**config.mk**
```make
export PLATFORM = sky130hd
export DESIGN_NAME = wdt_keyed_window
export DESIGN_NICKNAME = d
export VERILOG_FILES = /design/src/rtl/wdt_pkg.sv /design/src/rtl/wdt_svc_check.sv /design/src/rtl/wdt_window_cnt.sv /design/src/rtl/wdt_clk_mon.sv /design/src/rtl/wdt_keyed_window.sv
export SDC_FILE = /design/constraint.sdc
export NUM_CORES = 1
export LEC_CHECK = 0
export BUFFER_PORTS_ARGS = -buffer_cell sky130_fd_sc_hd__buf_2
export CAP_MARGIN = 15
export CORE_MARGIN = 2
export CORE_UTILIZATION = 35
export DETAILED_ROUTE_END_ITERATION = 7
export PLACE_DENSITY = 0.58
export SYNTH_ARGS = -nofsm -noshare
export SYNTH_HDL_FRONTEND = slang
export SYNTH_HIERARCHICAL = 1
export SYNTH_SLANG_ARGS = --single-unit
```
**constraint.sdc**
```tcl
create_clock -name clk -period 3 [get_ports clk]
set_input_delay 0.75 -clock clk [delete_from_list [all_inputs] [get_ports clk]]
set_output_delay 0.75 -clock clk [all_outputs]
set_load 0.02 [all_outputs]
```
**src/rtl/wdt_pkg.sv**
```systemverilog
package wdt_pkg;

    localparam int SEL_W = 2;
    localparam int KEY_W = 5;

    typedef struct packed {
        logic [SEL_W-1:0] win_sel;
        logic [KEY_W-1:0] key;
        logic             mon_en;
    } svc_byte_t;

    typedef struct packed {
        logic [SEL_W-1:0] win_sel;
        logic             mon_en;
        logic             locked;
    } wdt_cfg_t;

    typedef enum logic [1:0] {
        SVC_NONE      = 2'd0,
        SVC_GOOD      = 2'd1,
        SVC_FIELD_BAD = 2'd2,
        SVC_EARLY     = 2'd3
    } svc_verdict_e;

    localparam wdt_cfg_t CFG_RESET = '{win_sel: 2'b11, mon_en: 1'b1, locked: 1'b0};

    function automatic logic [7:0] cfg_readback(input wdt_cfg_t c);
        return {c.win_sel, {KEY_W{1'b0}}, c.mon_en};
    endfunction

    function automatic logic verdict_is_error(input svc_verdict_e v);
        return (v == SVC_FIELD_BAD) || (v == SVC_EARLY);
    endfunction

endpackage

```
**src/rtl/wdt_svc_check.sv**
```systemverilog
module wdt_svc_check
    import wdt_pkg::*;
#(
    parameter int                     CNT_W        = 16,
    parameter int                     LOWER_CYCLES = 2048,
    parameter logic [KEY_W-1:0]       SVC_KEY      = 5'b01100
) (
    input  logic             wr_en,
    input  logic [7:0]       wr_data,
    input  logic             active,
    input  wdt_cfg_t         cfg,
    input  logic [CNT_W-1:0] cnt,
    output svc_verdict_e     verdict
);

    svc_byte_t fld;
    logic      key_ok;
    logic      fields_ok;
    logic      too_early;

    assign fld       = svc_byte_t'(wr_data);
    assign key_ok    = (fld.key == SVC_KEY);
    assign fields_ok = key_ok && (fld.win_sel == cfg.win_sel) && (fld.mon_en == cfg.mon_en);
    assign too_early = (cnt < CNT_W'(LOWER_CYCLES));

    always_comb begin
        verdict = SVC_NONE;
        if (wr_en && active) begin
            if (!cfg.locked) begin
                verdict = key_ok ? SVC_GOOD : SVC_FIELD_BAD;
            end else if (!fields_ok) begin
                verdict = SVC_FIELD_BAD;
            end else if (too_early) begin
                verdict = SVC_EARLY;
            end else begin
                verdict = SVC_GOOD;
            end
        end
    end

endmodule

```
**src/rtl/wdt_window_cnt.sv**
```systemverilog
module wdt_window_cnt
    import wdt_pkg::*;
#(
    parameter int CNT_W      = 16,
    parameter int BASE_UPPER = 8192
) (
    input  logic             clk,
    input  logic             rst,
    input  logic             cycle_en,
    input  logic             active,
    input  logic             clear,
    input  logic [SEL_W-1:0] win_sel,
    output logic [CNT_W-1:0] cnt,
    output logic             expire
);

    localparam int NUM_WIN = 1 << SEL_W;

    logic [CNT_W-1:0] lim_tab [NUM_WIN];
    logic [CNT_W-1:0] limit_m1;

    for (genvar g = 0; g < NUM_WIN; g++) begin : g_lim
        assign lim_tab[g] = CNT_W'((BASE_UPPER << g) - 1);
    end

    assign limit_m1 = lim_tab[win_sel];
    assign expire   = active && cycle_en && !clear && (cnt == limit_m1);

    always_ff @(posedge clk) begin
        if (rst) begin
            cnt <= '0;
        end else if (clear || expire) begin
            cnt <= '0;
        end else if (active && cycle_en) begin
            cnt <= cnt + 1'b1;
        end
    end

    a_r11_clear_zero: assert property (@(posedge clk) disable iff (rst)
        clear |=> (cnt == '0));

    a_r9_frozen: assert property (@(posedge clk) disable iff (rst)
        (!active && !clear) |=> $stable(cnt));

    a_r12_no_enable: assert property (@(posedge clk) disable iff (rst)
        (!cycle_en && !clear) |=> $stable(cnt));

    a_r5_in_window: assert property (@(posedge clk) disable iff (rst)
        cnt <= limit_m1);

endmodule

```
**src/rtl/wdt_clk_mon.sv**
```systemverilog
module wdt_clk_mon (
    input  logic clk,
    input  logic rst,
    input  logic clk_fail,
    input  logic mon_en,
    output logic fail_evt
);

    logic fail_q;

    always_ff @(posedge clk) begin
        if (rst) begin
            fail_q <= 1'b0;
        end else begin
            fail_q <= clk_fail;
        end
    end

    assign fail_evt = mon_en && clk_fail && !fail_q;

endmodule

```
**src/rtl/wdt_keyed_window.sv**
```systemverilog
module wdt_keyed_window
    import wdt_pkg::*;
#(
    parameter int               LOWER_CYCLES = 2048,
    parameter int               BASE_UPPER   = 8192,
    parameter logic [KEY_W-1:0] SVC_KEY      = 5'b01100
) (
    input  logic       clk,
    input  logic       rst,
    input  logic       cycle_en,
    input  logic       wr_en,
    input  logic [7:0] wr_data,
    output logic [7:0] rd_data,
    input  logic       halt,
    input  logic       idle,
    input  logic       idle_exit,
    input  logic       halt_exit,
    input  logic       clk_fail,
    output logic       wd_error
);

    localparam int NUM_WIN = 1 << SEL_W;
    localparam int CNT_W   = $clog2(BASE_UPPER) + NUM_WIN - 1;

    wdt_cfg_t         cfg;
    svc_byte_t        fld;
    svc_verdict_e     verdict;
    logic [CNT_W-1:0] cnt;
    logic             active;
    logic             clear;
    logic             expire;
    logic             mon_evt;
    logic             err_q;

    assign active  = !halt && !idle;
    assign fld     = svc_byte_t'(wr_data);
    assign clear   = (verdict != SVC_NONE) || idle_exit || halt_exit;
    assign rd_data = cfg_readback(cfg);

    wdt_svc_check #(
        .CNT_W       (CNT_W),
        .LOWER_CYCLES(LOWER_CYCLES),
        .SVC_KEY     (SVC_KEY)
    ) u_check (
        .wr_en  (wr_en),
        .wr_data(wr_data),
        .active (active),
        .cfg    (cfg),
        .cnt    (cnt),
        .verdict(verdict)
    );

    wdt_window_cnt #(
        .CNT_W     (CNT_W),
        .BASE_UPPER(BASE_UPPER)
    ) u_cnt (
        .clk     (clk),
        .rst     (rst),
        .cycle_en(cycle_en),
        .active  (active),
        .clear   (clear),
        .win_sel (cfg.win_sel),
        .cnt     (cnt),
        .expire  (expire)
    );

    wdt_clk_mon u_mon (
        .clk     (clk),
        .rst     (rst),
        .clk_fail(clk_fail),
        .mon_en  (cfg.mon_en),
        .fail_evt(mon_evt)
    );

    always_ff @(posedge clk) begin
        if (rst) begin
            cfg <= CFG_RESET;
        end else if ((verdict == SVC_GOOD) && !cfg.locked) begin
            cfg <= '{win_sel: fld.win_sel, mon_en: fld.mon_en, locked: 1'b1};
        end
    end

    always_ff @(posedge clk) begin
        if (rst) begin
            err_q <= 1'b0;
        end else begin
            err_q <= verdict_is_error(verdict) || expire || mon_evt;
        end
    end

    assign wd_error = err_q;

    a_r7_locked_hold: assert property (@(posedge clk) disable iff (rst)
        cfg.locked |=> $stable(cfg));

    a_r2_first_lock: assert property (@(posedge clk) disable iff (rst)
        ((verdict == SVC_GOOD) && !cfg.locked) |=> cfg.locked);

    a_r3_early_err: assert property (@(posedge clk) disable iff (rst)
        (verdict == SVC_EARLY) |=> wd_error);

    a_r4_field_err: assert property (@(posedge clk) disable iff (rst)
        (verdict == SVC_FIELD_BAD) |=> wd_error);

    a_r10_mon_err: assert property (@(posedge clk) disable iff (rst)
        mon_evt |=> wd_error);

    a_r6_good_quiet: assert property (@(posedge clk) disable iff (rst)
        ((verdict == SVC_GOOD) && !mon_evt) |=> !wd_error);

endmodule

```
==> results.txt, run 1 <==
Net count of the finished layout - 178
Post-CTS Hold Fix Bufs - 0
CP max FO - 16
Clk buf depth - 2
Vias per Instance - 4.99
Static leakage - 0.500 nW
Clk_skew - 1.30 ps
Commonest cells in the netlist - dfxtp_1 (22), nor3_1 (20), nor2_1 (11), xnor2_1 (9)
Synth Area in Compound Gates - 7.62%
Fillcell total - 361
Util after Layout - 41.1%
Mapped Area - 0.00123 sq mm
Starting DRC count in detailed routing - 30
Core ar. - 0.00336 sq mm
Syn avg cell area - 8.79 sq um
Wire length per cell - 11.9 microns
CTS tree - yes
CP startpoint kind - input pin
# setup viols final - 0
Crit share post-route - 88.9%
Diodes inserted - 0
Pwr/cell area - 361 mW/mm^2
Die ar. - 0.00401 sq mm
Layout cells sized above 1 - 22.6%
Post-Synthesis Cells - 140
TNS Setup - 0 ps
Final Hold Fails - 0
Netlist cell types - 40
Remaining Overflow, GRT - 0
Total track usage - 12.6%
Outcome - completed
Post-CTS Setup Inserts - 0
FFs w/ async S/R, synth - 0%
Sink Count - 22
Largest net degree at the start of global routing - 17
Final Max Tran Viols - 0
Worst Path Required - 3230 ps
Synth area leader - dfxtp_1
Initial antenna violation count - 0
First-pass detailed-route iteration total - 4
RSZ-0062 raised after global routing - false
WP data arrival - 2900 ps
Hold Crit Class - reg -> reg
Worst-path clk slew - 120 ps
Mux share of post-synthesis cell area - 3.25%
Fmax - 0.375 GHz
CP Capture Type - flop
Die height - 63.3 microns
Critical path class - in -> reg
Post-CTS resize count - 0
Most common cell in the netlist - dfxtp_1
Slew HR - 60.3%
Main combinational cell family by area after synthesis - simple AND/OR/NAND/NOR gates
Worst-margin pin slew - 590 ps
Post-DP HPWL - 1840 microns
PortBufs - 20
Max H-tree Level - 1
Post-synthesis simple-gate area fraction - 31.7%
Min Tclk post-route - 2670 ps
Post-synth EDFFs - 0
Synth Flop Type - dfxtp_1
Max-cap viol count - 0
Yosys warnings - 6
Post-DRT Antenna Nets - 0
Num CTS Buffers - 3
Via count - 1022
Multi-input logic area - 696 sq um
RePlAce Congestion - 0.820
Register area - 440 sq um
Area share of the largest cell type after synthesis - 35.8%
Seq/Total Area, Yosys - 35.8%
Initial Utilization - 36.6%
#FFs+latches synth - 22
Final wirelength - 2430 microns
Clock Latency Late Sink - 310 ps
Vias in the first global route - 970
Synth top area cells - dfxtp_1 (36%), nor3_1 (8.1%), xnor2_1 (6.4%)
I/O Pins - 26
Adder-cell share of the synthesized area - 1.02%
Num rows - 21
DIE WIDTH - 63.3 microns
First-pass GRT wire length - 4010 microns
Clk root buf - clkbuf_4
DRC Markers - 0
Post-synthesis xor/xnor area fraction - 11.4%
Area growth, synth to finish - 12.3%
VDD IR-drop max - 0.233 mV
Hold_ws - 506 ps
[layout make-up]
class                   count  area share, %
inverters                   6           1.63
multi-input cells         103           50.3
clock buffers               4           2.62
well taps                  46           4.16
repair buffers             24           9.41
flip-flops and latches     22           31.9
[report_power, final]
| part | leakage, nW | internal (W) | total [W] | switching (W) |
|---|---|---|---|---|
| clock network | 0.0210 | 0.0000741 | 0.000165 | 0.0000911 |
| registers | 0.178 | 0.000294 | 0.000295 | 0.000000590 |
| logic | 0.302 | 0.0000156 | 0.0000388 | 0.0000232 |
| total | 0.500 | 0.000384 | 0.000499 | 0.000115 |
[flip-flops by register name, summed over array words and instances, names as in the netlist]
name          flops
cfg               1
rd_data           3
u_cnt/cnt        16
wd_error          1
u_mon/fail_q      1
[final timing paths]
| check | start | end | slack (ps) | cells after the start |
|---|---|---|---|---|
| min | cfg[0]$_SDFFE_PP0P_ | cfg[0]$_SDFFE_PP0P_ | 510 | 2 |
| min reg2reg | cfg[0]$_SDFFE_PP0P_ | cfg[0]$_SDFFE_PP0P_ | 510 | 2 |
| max reg2reg | rd_data[6]$_SDFFE_PP1P_ | u_cnt/cnt[15]$_SDFFE_PP0N_ | 590 | 6 |
| max | wr_data[2] | u_cnt/cnt[15]$_SDFFE_PP0N_ | 330 | 7 |
[layer usage]
layer | wire, microns | track usage, %
met1 | 1150 | 14.1
met2 | 1170 | 22.7
met3 | 74 | 1.96
met4 | 38 | 6.79
met5 | 0 | 0
[stage by stage]
step | setup slack [ps] | area, sq um | cells | power (W)
after CTS | 356 | 1380 | 205 | 0.000506
after global routing | 264 | 1380 | 205 | 0.000519
final | 333 | 1380 | 205 | 0.000499
after global placement | 62.6 | 1350 | 201 | 0.000339
after floorplan | 107 | 1250 | 144 | 0.000328
after detailed placement | 19.2 | 1350 | 201 | 0.000340
[critical path, stage by stage]
cell	delay [ps]
buf_2	90
nand4bb_1	210
o311ai_0	370
a31oi_1	110
or4_2	700
or2_2	460
a211oi_1	210
[kinds of logic (layout without fill, tap and decap cells)]
group / Yosys count / in the layout
AOI/OAI and AO/OA: 10 / 10
xor gates and xnor gates: 16 / 16
adders and majority gates: 1 / 1
buffers and inverters: 19 / 34
DFF: 22 / 22
muxes: 4 / 4
other: 1 / 5
and+or+nand+nor: 67 / 67
[layout by cell type, fill, tap and decap left out, types with 2 or more instances in the layout]
cell type	instances
nor2_1	11
conb_1	5
buf_2	20
clkbuf_4	3
and4_1	2
nand3_1	3
inv_1	6
mux2i_1	4
xnor2_1	9
dfxtp_1	22
nand2_1	8
a211oi_1	2
nor4_1	5
nor3_1	20
buf_4	4
xor2_1	7
nand4_1	5
and3b_1	2
(Power assumes the default switching activity.)
==> inputs of run 2 (changes only) <==
--- a/config.mk
+++ b/config.mk
@@ -7,10 +7,12 @@
 export LEC_CHECK = 0
 export BUFFER_PORTS_ARGS = -buffer_cell sky130_fd_sc_hd__buf_2
 export CAP_MARGIN = 15
+export CELL_PAD_IN_SITES_DETAIL_PLACEMENT = 1
+export CELL_PAD_IN_SITES_GLOBAL_PLACEMENT = 1
 export CORE_MARGIN = 2
 export CORE_UTILIZATION = 35
 export DETAILED_ROUTE_END_ITERATION = 7
-export PLACE_DENSITY = 0.58
+export PLACE_DENSITY = 0.74
 export SYNTH_ARGS = -nofsm -noshare
 export SYNTH_HDL_FRONTEND = slang
 export SYNTH_HIERARCHICAL = 1
==> run 2 against run 1 <==
Compared with the run above: critical path depth unchanged; fmax about the same; die area unchanged; non-clock buffer count decreased by 1; first-iteration DRC count decreased by 43%; global-route usage increased by 2.4 points; routed wire length increased by 13%; critical path type unchanged; highest routed layer unchanged.
==> results.txt, run 2 (same netlist as run 1, synthesis figures left out) <==
Largest net degree at the start of global routing - 17
Final Hold Fails - 0
DRC Markers - 0
R2r worst-path depth - 6
Worst-path clk slew - 130 ps
Vias in the first global route - 1068
Max H-tree Level - 1
DIE WIDTH - 63.3 microns
RePlAce Congestion - 0.690
Routed wire length on met3 - 45 microns
WP data arrival - 2900 ps
Area growth, synth to finish - 13.0%
Num rows - 21
I/O Pins - 26
Static leakage - 0.502 nW
Max reg flops - 16
Outcome - completed
Setup slack after layout - 331 ps
Crit-path leading delay family - simple AND/OR/NAND/NOR gates
Post-CTS Hold Fix Bufs - 0
Final wirelength - 2750 microns
Clock Latency Late Sink - 300 ps
Pwr/cell area - 403 mW/mm^2
Crit path cell chain - buf_2, nand4bb_1, o311ai_0, a31oi_1, or4_2, or2_2, nor3_1
First-pass detailed-route iteration total - 4
Critical Path Max Stage Delay - 710 ps
Fmax - 0.375 GHz
RSZ-0062 raised after global routing - false
Final Max Tran Viols - 0
Worst-margin pin slew - 644 ps
CP startpoint kind - input pin
Routed wl met2 - 1450 microns
Initial Utilization - 36.6%
Clk_skew - 6.00 ps
Commonest non-fill, non-tap cell in the layout - dfxtp_1
Critical path class - in -> reg
Die ar. - 0.00401 sq mm
Hold Startpoint - cfg[0]$_SDFFE_PP0P_
Num CTS Buffers - 3
PortBufs - 20
Post-DP HPWL - 2160 microns
Diodes inserted - 0
Layout cells sized above 1 - 22.2%
Crit share post-route - 89.0%
CP Capture Type - flop
VDD IR-drop max - 0.147 mV
WHS Path Cells - 2
Total track usage - 15.0%
Hold Crit Class - reg -> reg
Remaining Overflow, GRT - 0
CP Depth - 7
Core ar. - 0.00336 sq mm
Commonest cells after routing, fill and taps aside - dfxtp_1 (22), nor3_1 (20), buf_2 (20)
Max-cap viol count - 0
CTS tree - yes
Metal1 wirelength - 1230 microns
CP max FO - 16
Wire length per cell - 13.5 microns
Net count of the finished layout - 177
Worst Path Required - 3230 ps
Clk root buf - clkbuf_4
Hold_ws - 497 ps
Post-DRT Antenna Nets - 0
Starting DRC count in detailed routing - 17
Sink Count - 22
Dpl ws - -0.820 ps
R2r endpoint - u_cnt/cnt[10]$_SDFFE_PP0N_
Post-CTS Setup Inserts - 0
Slew HR - 56.6%
R2R Path Start - rd_data[6]$_SDFFE_PP1P_
Post-CTS resize count - 0
Clk buf depth - 2
# setup viols final - 0
Die height - 63.3 microns
Initial antenna violation count - 0
First-pass GRT wire length - 4830 microns
Min Tclk post-route - 2670 ps
Reg with most FFs - u_cnt/cnt
Top Layer Used - met4
Via count - 1010
Vias per Instance - 4.95
Critical Path Slowest Stage Cell - or4_2
Util after Layout - 41.4%
Critical path buffer and inverter count - 1
Worst reg-to-reg setup slack - 540 ps
Worst Hold End - cfg[0]$_SDFFE_PP0P_
run 2: cell count changes in the layout (fill, tap and decap cells not counted), sizes merged:
cell / change
buf: -1
bufinv: +1
clkbuf: -1
run 2: area by class of cell:
| type | count | area (sq um) |
|---|---|---|
| repair buffers | 23 | 123 |
| clock buffers | 3 | 22.5 |
| fillers | 436 | 1970 |
| multi-input cells | 103 | 696 |
| flip-flops and latches | 22 | 440 |
| well taps | 46 | 57.6 |
| clock inverters | 1 | 30.0 |
| inverters | 6 | 22.5 |
run 2: per-stage QoR:
step	setup TNS [ps]	total power [W]	instances	cell area (sq um)
after global routing	0	0.000586	204	1390
after global placement	0	0.000339	200	1340
after floorplan	0	0.000328	144	1250
final	0	0.000560	204	1390
after detailed placement	-0.820	0.000340	200	1340
after CTS	0	0.000567	204	1390
run 2: layer usage:
metal,up-vias,GRT usage (%)
met5,-,0
met4,0,2.45
met1,480,18.6
li1,521,-
met2,7,27.7
met3,2,2.14
run 2: tightest hold or removal path: stages, from the launching register on:
cell and delay (ps):
dfxtp_1 350, inv_1 60, a21oi_1 50
run 2: report_power, final:
group	switching (W)	internal [W]	leakage, nW	total [W]
sequential	0.000000754	0.000294	0.178	0.000295
combinational	0.0000241	0.0000150	0.296	0.0000390
clock	0.0000914	0.000135	0.0279	0.000226
run 2: worst max-delay path by stage:
stage,to,startpoint
after floorplan,u_cnt/cnt[3]$_SDFFE_PP0N_,wr_data[2]
after global placement,u_cnt/cnt[14]$_SDFFE_PP0N_,wr_data[2]
after detailed placement,u_cnt/cnt[10]$_SDFFE_PP0N_,wr_data[2]
after CTS,u_cnt/cnt[10]$_SDFFE_PP0N_,wr_data[2]
after global routing,u_cnt/cnt[2]$_SDFFE_PP0N_,wr_data[2]
final,u_cnt/cnt[10]$_SDFFE_PP0N_,wr_data[2]
